==> config.mk <==
export PLATFORM = sky130hd
export DESIGN_NAME = freq_integ_ctrl
export DESIGN_NICKNAME = d
export VERILOG_FILES = /design/src/rtl/fic_pkg.sv /design/src/rtl/fic_sync.sv /design/src/rtl/fic_seq.sv /design/src/rtl/fic_datapath.sv /design/src/rtl/freq_integ_ctrl.sv
export SDC_FILE = /design/constraint.sdc
export NUM_CORES = 1
export LEC_CHECK = 0
export BUFFER_PORTS_ARGS = -buffer_cell sky130_fd_sc_hd__clkbuf_2
export CAP_MARGIN = 30
export CORE_MARGIN = 2
export CORE_UTILIZATION = 64
export CTS_BUF_LIST = sky130_fd_sc_hd__clkbuf_8
export DETAILED_ROUTE_END_ITERATION = 12
export HOLD_SLACK_MARGIN = 0.08
export PLACE_DENSITY = 0.86
export SLEW_MARGIN = 10
export SYNTH_ARGS = -nofsm -noshare
export SYNTH_HDL_FRONTEND = slang
export SYNTH_SLANG_ARGS = --single-unit
==> constraint.sdc <==
create_clock -name clk_i -period 5.1 [get_ports clk_i]
set_input_delay 0 -clock clk_i [delete_from_list [all_inputs] [get_ports clk_i]]
set_output_delay 0 -clock clk_i [all_outputs]
set_load 0.005 [all_outputs]
==> src/rtl/fic_pkg.sv <==
package fic_pkg;
  typedef enum logic [2:0] {
    ST_IDLE = 3'd0,
    ST_ERR  = 3'd1,
    ST_MUL  = 3'd2,
    ST_ACC  = 3'd3,
    ST_OUT  = 3'd4
  } fic_state_e;
endpackage

==> src/rtl/fic_sync.sv <==
module fic_sync #(
  parameter int W      = 8,
  parameter int STAGES = 2
) (
  input  logic         clk_i,
  input  logic         rst_ni,
  input  logic [W-1:0] d_i,
  output logic [W-1:0] q_o
);
  logic [W-1:0] stg_q [STAGES];

  for (genvar i = 0; i < STAGES; i++) begin : g_stage
    always_ff @(posedge clk_i or negedge rst_ni) begin
      if (!rst_ni) stg_q[i] <= '0;
      else if (i == 0) stg_q[i] <= d_i;
      else stg_q[i] <= stg_q[(i == 0) ? 0 : i-1];
    end
  end

  assign q_o = stg_q[STAGES-1];
endmodule

==> src/rtl/fic_seq.sv <==
module fic_seq
  import fic_pkg::*;
(
  input  logic clk_i,
  input  logic rst_ni,
  input  logic valid_i,
  output logic accept_o,
  output logic ld_err_o,
  output logic ld_prod_o,
  output logic ld_acc_o,
  output logic ld_out_o
);
  fic_state_e state_q, state_d;

  always_comb begin
    state_d = state_q;
    unique case (state_q)
      ST_IDLE: if (valid_i) state_d = ST_ERR;
      ST_ERR:  state_d = ST_MUL;
      ST_MUL:  state_d = ST_ACC;
      ST_ACC:  state_d = ST_OUT;
      ST_OUT:  state_d = ST_IDLE;
      default: state_d = ST_IDLE;
    endcase
  end

  always_ff @(posedge clk_i or negedge rst_ni) begin
    if (!rst_ni) state_q <= ST_IDLE;
    else state_q <= state_d;
  end

  assign accept_o  = (state_q == ST_IDLE) && valid_i;
  assign ld_err_o  = (state_q == ST_ERR);
  assign ld_prod_o = (state_q == ST_MUL);
  assign ld_acc_o  = (state_q == ST_ACC);
  assign ld_out_o  = (state_q == ST_OUT);
endmodule

==> src/rtl/fic_datapath.sv <==
module fic_datapath #(
  parameter int CW = 8
) (
  input  logic                 clk_i,
  input  logic                 rst_ni,
  input  logic                 accept_i,
  input  logic                 ld_err_i,
  input  logic                 ld_prod_i,
  input  logic                 ld_acc_i,
  input  logic                 ld_out_i,
  input  logic [CW-1:0]        sp_i,
  input  logic [CW-1:0]        meas_i,
  input  logic [CW-1:0]        gain_i,
  output logic signed [CW:0]   err_o,
  output logic [CW-1:0]        ctrl_o,
  output logic                 done_o
);
  localparam int FRAC   = CW;
  localparam int ERR_W  = CW + 1;
  localparam int PROD_W = 2*CW + 1;
  localparam int ACC_W  = CW + FRAC;
  localparam int SUM_W  = ACC_W + 2;

  logic [CW-1:0] sp_q, meas_q, gain_q;
  logic signed [ERR_W-1:0]  err_q;
  logic signed [PROD_W-1:0] prod_q;
  logic [ACC_W-1:0]         acc_q;
  logic [CW-1:0]            ctrl_q;
  logic                     done_q;

  logic signed [ERR_W-1:0]  err_d;
  logic signed [PROD_W-1:0] err_x, gain_x, prod_d;
  logic signed [SUM_W-1:0]  sum_d;
  logic [ACC_W-1:0]         acc_d;

  always_comb begin
    err_d  = $signed({1'b0, sp_q}) - $signed({1'b0, meas_q});
    err_x  = {{(PROD_W-ERR_W){err_q[ERR_W-1]}}, err_q};
    gain_x = {{(PROD_W-CW){1'b0}}, gain_q};
    prod_d = err_x * gain_x;
    sum_d  = $signed({2'b00, acc_q}) +
             $signed({{(SUM_W-PROD_W){prod_q[PROD_W-1]}}, prod_q});
    // saturate rather than wrap at both ends
    if (sum_d[SUM_W-1])      acc_d = '0;
    else if (sum_d[SUM_W-2]) acc_d = '1;
    else                     acc_d = sum_d[ACC_W-1:0];
  end

  always_ff @(posedge clk_i or negedge rst_ni) begin
    if (!rst_ni) begin
      sp_q   <= '0;
      meas_q <= '0;
      gain_q <= '0;
      err_q  <= '0;
      prod_q <= '0;
      acc_q  <= '0;
      ctrl_q <= '0;
      done_q <= 1'b0;
    end else begin
      if (accept_i) begin
        sp_q   <= sp_i;
        meas_q <= meas_i;
        gain_q <= gain_i;
      end
      if (ld_err_i)  err_q  <= err_d;
      if (ld_prod_i) prod_q <= prod_d;
      if (ld_acc_i)  acc_q  <= acc_d;
      if (ld_out_i)  ctrl_q <= acc_q[ACC_W-1:FRAC];
      done_q <= ld_out_i;
    end
  end

  assign err_o  = err_q;
  assign ctrl_o = ctrl_q;
  assign done_o = done_q;
endmodule

==> src/rtl/freq_integ_ctrl.sv <==
module freq_integ_ctrl #(
  parameter int CW       = 8,
  parameter int SYNC_STG = 2
) (
  input  logic          clk_i,
  input  logic          rst_ni,
  input  logic [CW-1:0] setpoint_i,
  input  logic [CW-1:0] gain_i,
  input  logic [CW-1:0] meas_i,
  input  logic          meas_valid_i,
  output logic [CW-1:0] ctrl_word_o,
  output logic          done_o
);
  logic [CW-1:0]      sp_sync;
  logic               accept, ld_err, ld_prod, ld_acc, ld_out;
  logic signed [CW:0] err_w;

  fic_sync #(.W(CW), .STAGES(SYNC_STG)) u_sync (
    .clk_i  (clk_i),
    .rst_ni (rst_ni),
    .d_i    (setpoint_i),
    .q_o    (sp_sync)
  );

  fic_seq u_seq (
    .clk_i     (clk_i),
    .rst_ni    (rst_ni),
    .valid_i   (meas_valid_i),
    .accept_o  (accept),
    .ld_err_o  (ld_err),
    .ld_prod_o (ld_prod),
    .ld_acc_o  (ld_acc),
    .ld_out_o  (ld_out)
  );

  fic_datapath #(.CW(CW)) u_dp (
    .clk_i     (clk_i),
    .rst_ni    (rst_ni),
    .accept_i  (accept),
    .ld_err_i  (ld_err),
    .ld_prod_i (ld_prod),
    .ld_acc_i  (ld_acc),
    .ld_out_i  (ld_out),
    .sp_i      (sp_sync),
    .meas_i    (meas_i),
    .gain_i    (gain_i),
    .err_o     (err_w),
    .ctrl_o    (ctrl_word_o),
    .done_o    (done_o)
  );
endmodule

==> metrics, run 1 <==
post-CTS setup buffer count 0; Post-Layout Cell Count 926; DRT iter0 DRCs 266; Reg clk slew, reported paths 0.10 ns; Max-Slew Margin vs Limit 0.407; Setup CP Type register to register; cts bufs inserted 9; register area share after synthesis 0.330; Area growth, synth to finish 10.6%; Final Max Tran Viols 0; H-Tree Depth 3; Max Clock Skew 0.0103 ns; Post-synth EDFFs 0; fin crit share 0.943; crit path DAT 5.06 ns; Startpoint Class register; ANT cells 0; Core ar. 10800 um2; Hold Vio Cnt, Final 0; Slew @ Worst Pin 0.887 ns; Syn Area/Cell 9.78 um2; Crit-path slowest cell fa_1; post-route minimum period 4.81 ns; Setup Total Neg Slack 0 ns; layout cells sized above 1 0.118; hold bufs inserted after CTS 28; DRT Pass-1 Iters 4; total grt overflow 0; Die Ht 110 um; async set-reset flop share out of synthesis 1.00; Post-Syn Area 7140 um2; antenna viol nets, final 0; deepest clock path buffer count 2; routability-driven placement congestion ratio 0.926; gr usage total 0.287; Synth area leaders dfrtp_1 33%, fa_1 17%, ha_1 10%; unrepaired setup endpoints after global routing no; Mapped Nets 874; Vias/cell 5.58; area leader, netlist dfrtp_1; status complete, no violations; fillcell total 735; WP buf/inv 2; Synth Instances 730; vias 5166; IO Pins 36; Yosys reg bits 94; CP Cell Sequence and2_1 > fa_1 > fa_1 > fa_1 > inv_1 > fa_1 > inv_1 > ha_1 > a21oi_1 > o21bai_1 > a21oi_1 > nor2_1 > a211o_1 > xnor2_1 > o21ai_0; Largest stage delay, worst path 0.73 ns; CP Capture Type register; post-detail-place hpwl 11.0 mm; global-route wire length before repair 26.6 mm; post-synth cell types 53; antenna violations before repair 0; final WL 15.2 mm; delay-heaviest family, CP adder cells; port bufs 35; Yosys top cell area share 0.330; worst min path class input pin to register; Die X 110 um; Initial Utilization 0.658; DRC viols 0; nets 925; dpl cells 882; full die area 12000 um2; CTS Sinks 94; post-CTS resize count 0; Max Cap Violations 0; routed len/inst 16.4 um; Worst path most repeated cell fa_1; Worst-Skew Late Latency 0.40 ns; top_reg_cell synth dfrtp_1; row count 38; fmax 208 MHz; largest net degree at the start of global routing 66; CP max FO 10; vias in the first global route 5737; synth warn 0; Final setup viols 0; CP Data Required Time 5.35 ns; CTS tree built; clk root buf clkbuf_8
## registers in the layout, indices dropped and copies added (netlist names)
name	cells
u_dp.sp_q	8
u_dp.ctrl_o	8
u_dp.meas_q	8
u_sync.stg_q	8
u_seq.state_q	3
u_dp.done_o	1
u_dp.gain_q	8
u_dp.prod_q	17
u_dp.err_o	9
u_sync.q_o	8
u_dp.acc_q	16
## layout make-up
cell class / instances / area (um2) / share of cell area
multi-input combinational: 496 / 4250 / 0.539
sequential: 94 / 2350 / 0.298
timing repair buffer: 67 / 498 / 0.0631
inverter: 113 / 424 / 0.0537
tap: 140 / 175 / 0.0222
clock buffer: 9 / 124 / 0.0157
clock inverter: 7 / 67.6 / 0.00856
## cell usage in the layout, fill, tap and decap left out, types with 5 or more instances in the layout
master and count:
o21ai_1 16, buf_4 5, and2_1 42, nor2_1 17
fa_1 60, inv_1 113, clkbuf_2 34, nor2b_1 6
xnor2_1 22, nand2_1 86, xor2_1 10, dfrtp_1 94
mux2_2 28, o21ai_0 43, a21o_1 9, ha_1 57
a21oi_1 35, dlygate4sd3_1 27, clkbuf_8 9
## cells in the mapped netlist, types with 16 or more instances
| library cell | number |
|---|---|
| o21ai_1 | 16 |
| ha_1 | 57 |
| dfrtp_1 | 94 |
| o21ai_0 | 43 |
| clkbuf_1 | 21 |
| mux2_2 | 28 |
| and2_1 | 42 |
| fa_1 | 60 |
| inv_1 | 113 |
| xnor2_1 | 22 |
| nor2_1 | 17 |
| nand2_1 | 86 |
| a21oi_1 | 35 |
## metrics by stage
stage	worst slack, ns	cell area [um2]	hold WS, ns	util
3_5_place_dp	0.370	7410	-0.0538	0.684
5_1_grt	0.0395	7890	0.233	0.728
2_1_floorplan	0.717	7140	-0.296	-
6_report	0.292	7890	0.243	0.728
3_3_place_gp	0.589	7400	-0.0627	0.683
4_1_cts	0.336	7890	0.228	0.728
## per-layer routing
| metal | GRT usage | vias up | wire length (um) |
|---|---|---|---|
| li1 | - | 2469 | - |
| met1 | 0.317 | 2566 | 6140 |
| met3 | 0.0611 | 33 | 545 |
| met5 | 0 | - | 0 |
| met2 | 0.540 | 98 | 8160 |
| met4 | 0.0986 | 0 | 315 |
## final timing paths
| check | start | endpoint | slack [ns] | depth (start not counted) |
|---|---|---|---|---|
| min | setpoint_i[7] | u_sync.stg_q[15]$_DFF_PN0_ | 0.24 | 2 |
| max reg2reg | u_dp.gain_q[1]$_DFFE_PN0P_ | u_dp.prod_q[16]$_DFFE_PN0N_ | 0.29 | 15 |
| min in group asynchronous | rst_ni | u_dp.acc_q[8]$_DFFE_PN0P_ | 0.62 | 4 |
| max in group asynchronous | rst_ni | u_sync.stg_q[14]$_DFF_PN0_ | 3.71 | 4 |
| max | u_dp.gain_q[1]$_DFFE_PN0P_ | u_dp.prod_q[16]$_DFFE_PN0N_ | 0.29 | 15 |
| min reg2reg | u_sync.stg_q[13]$_DFF_PN0_ | u_sync.q_o[5]$_DFF_PN0_ | 0.36 | 0 |
## worst register-to-register path, delay by kind of cell (launching register included)
family / cells / cell delay (ns)
compound gates: 5 / 0.98
xor+xnor: 1 / 0.17
fa+ha+maj: 5 / 2.61
buf+inv: 2 / 0.10
flops: 1 / 0.49
simple gates: 2 / 0.32
## cells by family (layout without fill, tap and decap cells)
| family | count (synthesis) | after routing | share of synthesized area |
|---|---|---|---|
| simple gates | 179 | 179 | 0.123 |
| buf+inv | 140 | 196 | 0.0761 |
| compound gates | 139 | 139 | 0.118 |
| fa+ha+maj | 117 | 117 | 0.268 |
| flops | 94 | 94 | 0.330 |
| xor+xnor | 32 | 32 | 0.0393 |
| mux | 29 | 29 | 0.0456 |
Power of run 1 is not shown: default switching activity piles up to over one toggle a cycle in this logic, so the estimate is an artifact.
==> inputs of run 2 (changes only) <==
--- a/config.mk
+++ b/config.mk
@@ -13,6 +13,8 @@
 export DETAILED_ROUTE_END_ITERATION = 12
 export HOLD_SLACK_MARGIN = 0.08
 export PLACE_DENSITY = 0.86
+export REMOVE_ABC_BUFFERS = 1
+export SKIP_LAST_GASP = 1
 export SLEW_MARGIN = 10
 export SYNTH_ARGS = -nofsm -noshare
 export SYNTH_HDL_FRONTEND = slang
==> metrics, run 2 (synthesis results as in run 1) <==
routed len/inst 15.8 um; largest net degree at the start of global routing 68; Placed Instance Area 7410 um2; Hold Path Cell Cnt 2; Largest register FFs 17; Die Ht 110 um; fin crit share 0.931; Final setup viols 0; final WL 14.7 mm; Worst Hold Slack 0.265 ns; unrepaired setup endpoints after global routing no; Setup Total Neg Slack 0 ns; antenna violations before repair 0; antenna viol nets, final 0; deepest clock path buffer count 2; CTS Sinks 94; Slew @ Worst Pin 0.865 ns; vias 5106; post-place setup slack 0.346 ns; Max Cap Violations 0; port bufs 35; Die X 110 um; reg2reg end u_dp.prod_q[16]$_DFFE_PN0N_; Reg clk slew, reported paths 0.10 ns; CTS tree built; DRT iter0 DRCs 219; cts bufs inserted 9; row count 38; commonest non-fill, non-tap cell in the layout inv_1; post-route minimum period 4.75 ns; IO Pins 36; WHS Endpoint u_sync.stg_q[9]$_DFF_PN0_; clk root buf clkbuf_8; ANT cells 0; routability-driven placement congestion ratio 0.925; nets 925; Reg2Reg Setup Slack 0.35 ns; Final Max Tran Viols 0; HP Start setpoint_i[1]; DRC viols 0; Vias/cell 5.51; sequential cell area 2350 um2; Worst-Skew Late Latency 0.38 ns; layout cells sized above 1 0.118; Initial Utilization 0.658; final worst setup slack 0.351 ns; full die area 12000 um2; Startpoint Class register; Max-Slew Margin vs Limit 0.422; global-route wire length before repair 25.7 mm; Biggest register u_dp.prod_q; total grt overflow 0; gr usage total 0.278; CP max FO 10; commonest non-fill, non-tap cells in the layout 114 x inv_1, 94 x dfrtp_1, 86 x nand2_1; crit path DAT 4.98 ns; worst min path class input pin to register; post-CTS setup buffer count 0; Hold Vio Cnt, Final 0; status complete, no violations; CP Capture Type register; post-detail-place hpwl 10.8 mm; Area growth, synth to finish 10.7%; vias in the first global route 5641; reg2reg start u_dp.gain_q[4]$_DFFE_PN0P_; CP Data Required Time 5.33 ns; fillcell total 755; DRT Pass-1 Iters 5; Multi-input gate area 4250 um2; r2r worst-path depth 17; Max Clock Skew 0.0109 ns; Design Area, Final 7900 um2; Setup CP Type register to register; H-Tree Depth 3; Core ar. 10800 um2; fmax 211 MHz
[run 2: cell count changes in the layout (fill, tap and decap cells not counted)]
cell and change:
fa_1 -1, clkinvlp_4 -2, fa_2 +1, bufinv_16 +1, inv_1 +1, inv_6 +2
clkinv_8 -1, inv_8 -1
[run 2: worst max-delay path by stage]
stage,start,to,slack (ns),cells after the start
global route,u_dp.gain_q[0]$_DFFE_PN0P_,u_dp.prod_q[16]$_DFFE_PN0N_,0.05,15
CTS,u_dp.gain_q[1]$_DFFE_PN0P_,u_dp.prod_q[16]$_DFFE_PN0N_,0.32,15
finish,u_dp.gain_q[4]$_DFFE_PN0P_,u_dp.prod_q[16]$_DFFE_PN0N_,0.35,17
global placement,u_dp.gain_q[1]$_DFFE_PN0P_,u_dp.prod_q[16]$_DFFE_PN0N_,0.60,14
floorplan,u_dp.gain_q[1]$_DFFE_PN0P_,u_dp.prod_q[16]$_DFFE_PN0N_,0.78,14
detailed placement,u_dp.gain_q[0]$_DFFE_PN0P_,u_dp.prod_q[16]$_DFFE_PN0N_,0.35,15
[run 2: stage by stage]
step | utilization | std cells
2_1_floorplan | - | 703
3_3_place_gp | 0.683 | 881
3_5_place_dp | 0.684 | 882
4_1_cts | 0.729 | 926
5_1_grt | 0.729 | 926
6_report | 0.729 | 926
[run 2: layout make-up]
| type | instances | share of cell area |
|---|---|---|
| multi-input cells | 496 | 0.538 |
| clock buffers | 9 | 0.0157 |
| inverters | 113 | 0.0537 |
| repair buffers | 67 | 0.0630 |
| clock inverters | 7 | 0.00966 |
| flip-flops and latches | 94 | 0.298 |
| well taps | 140 | 0.0222 |
[run 2: worst max-delay path, cell delays in order, from the launching register on]
cell,delay (ns)
dfrtp_1,0.53
and2_1,0.22
inv_1,0.08
fa_1,0.52
inv_1,0.06
fa_1,0.48
fa_1,0.55
inv_1,0.05
fa_1,0.53
inv_1,0.04
ha_1,0.36
a21oi_1,0.21
o21bai_1,0.11
a21oi_1,0.22
nor2_1,0.09
a211o_1,0.28
xnor2_1,0.18
o21ai_0,0.09
[run 2: what timing repair did]
action,CTS,global route
setup endpoints to repair,0,1
hold endpoints to repair,52,0
hold buffers,28,0
resized for setup,0,1
[run 2: per-layer routing]
| layer | global-route usage | part of all wire | vias to the layer above |
|---|---|---|---|
| met1 | 0.322 | 0.41 | 2499 |
| met3 | 0.0439 | 0.032 | 33 |
| li1 | - | - | 2452 |
| met2 | 0.513 | 0.54 | 122 |
| met4 | 0.109 | 0.026 | 0 |
| met5 | 0 | 0 | - |
Power of run 2 is left out for the same reason.
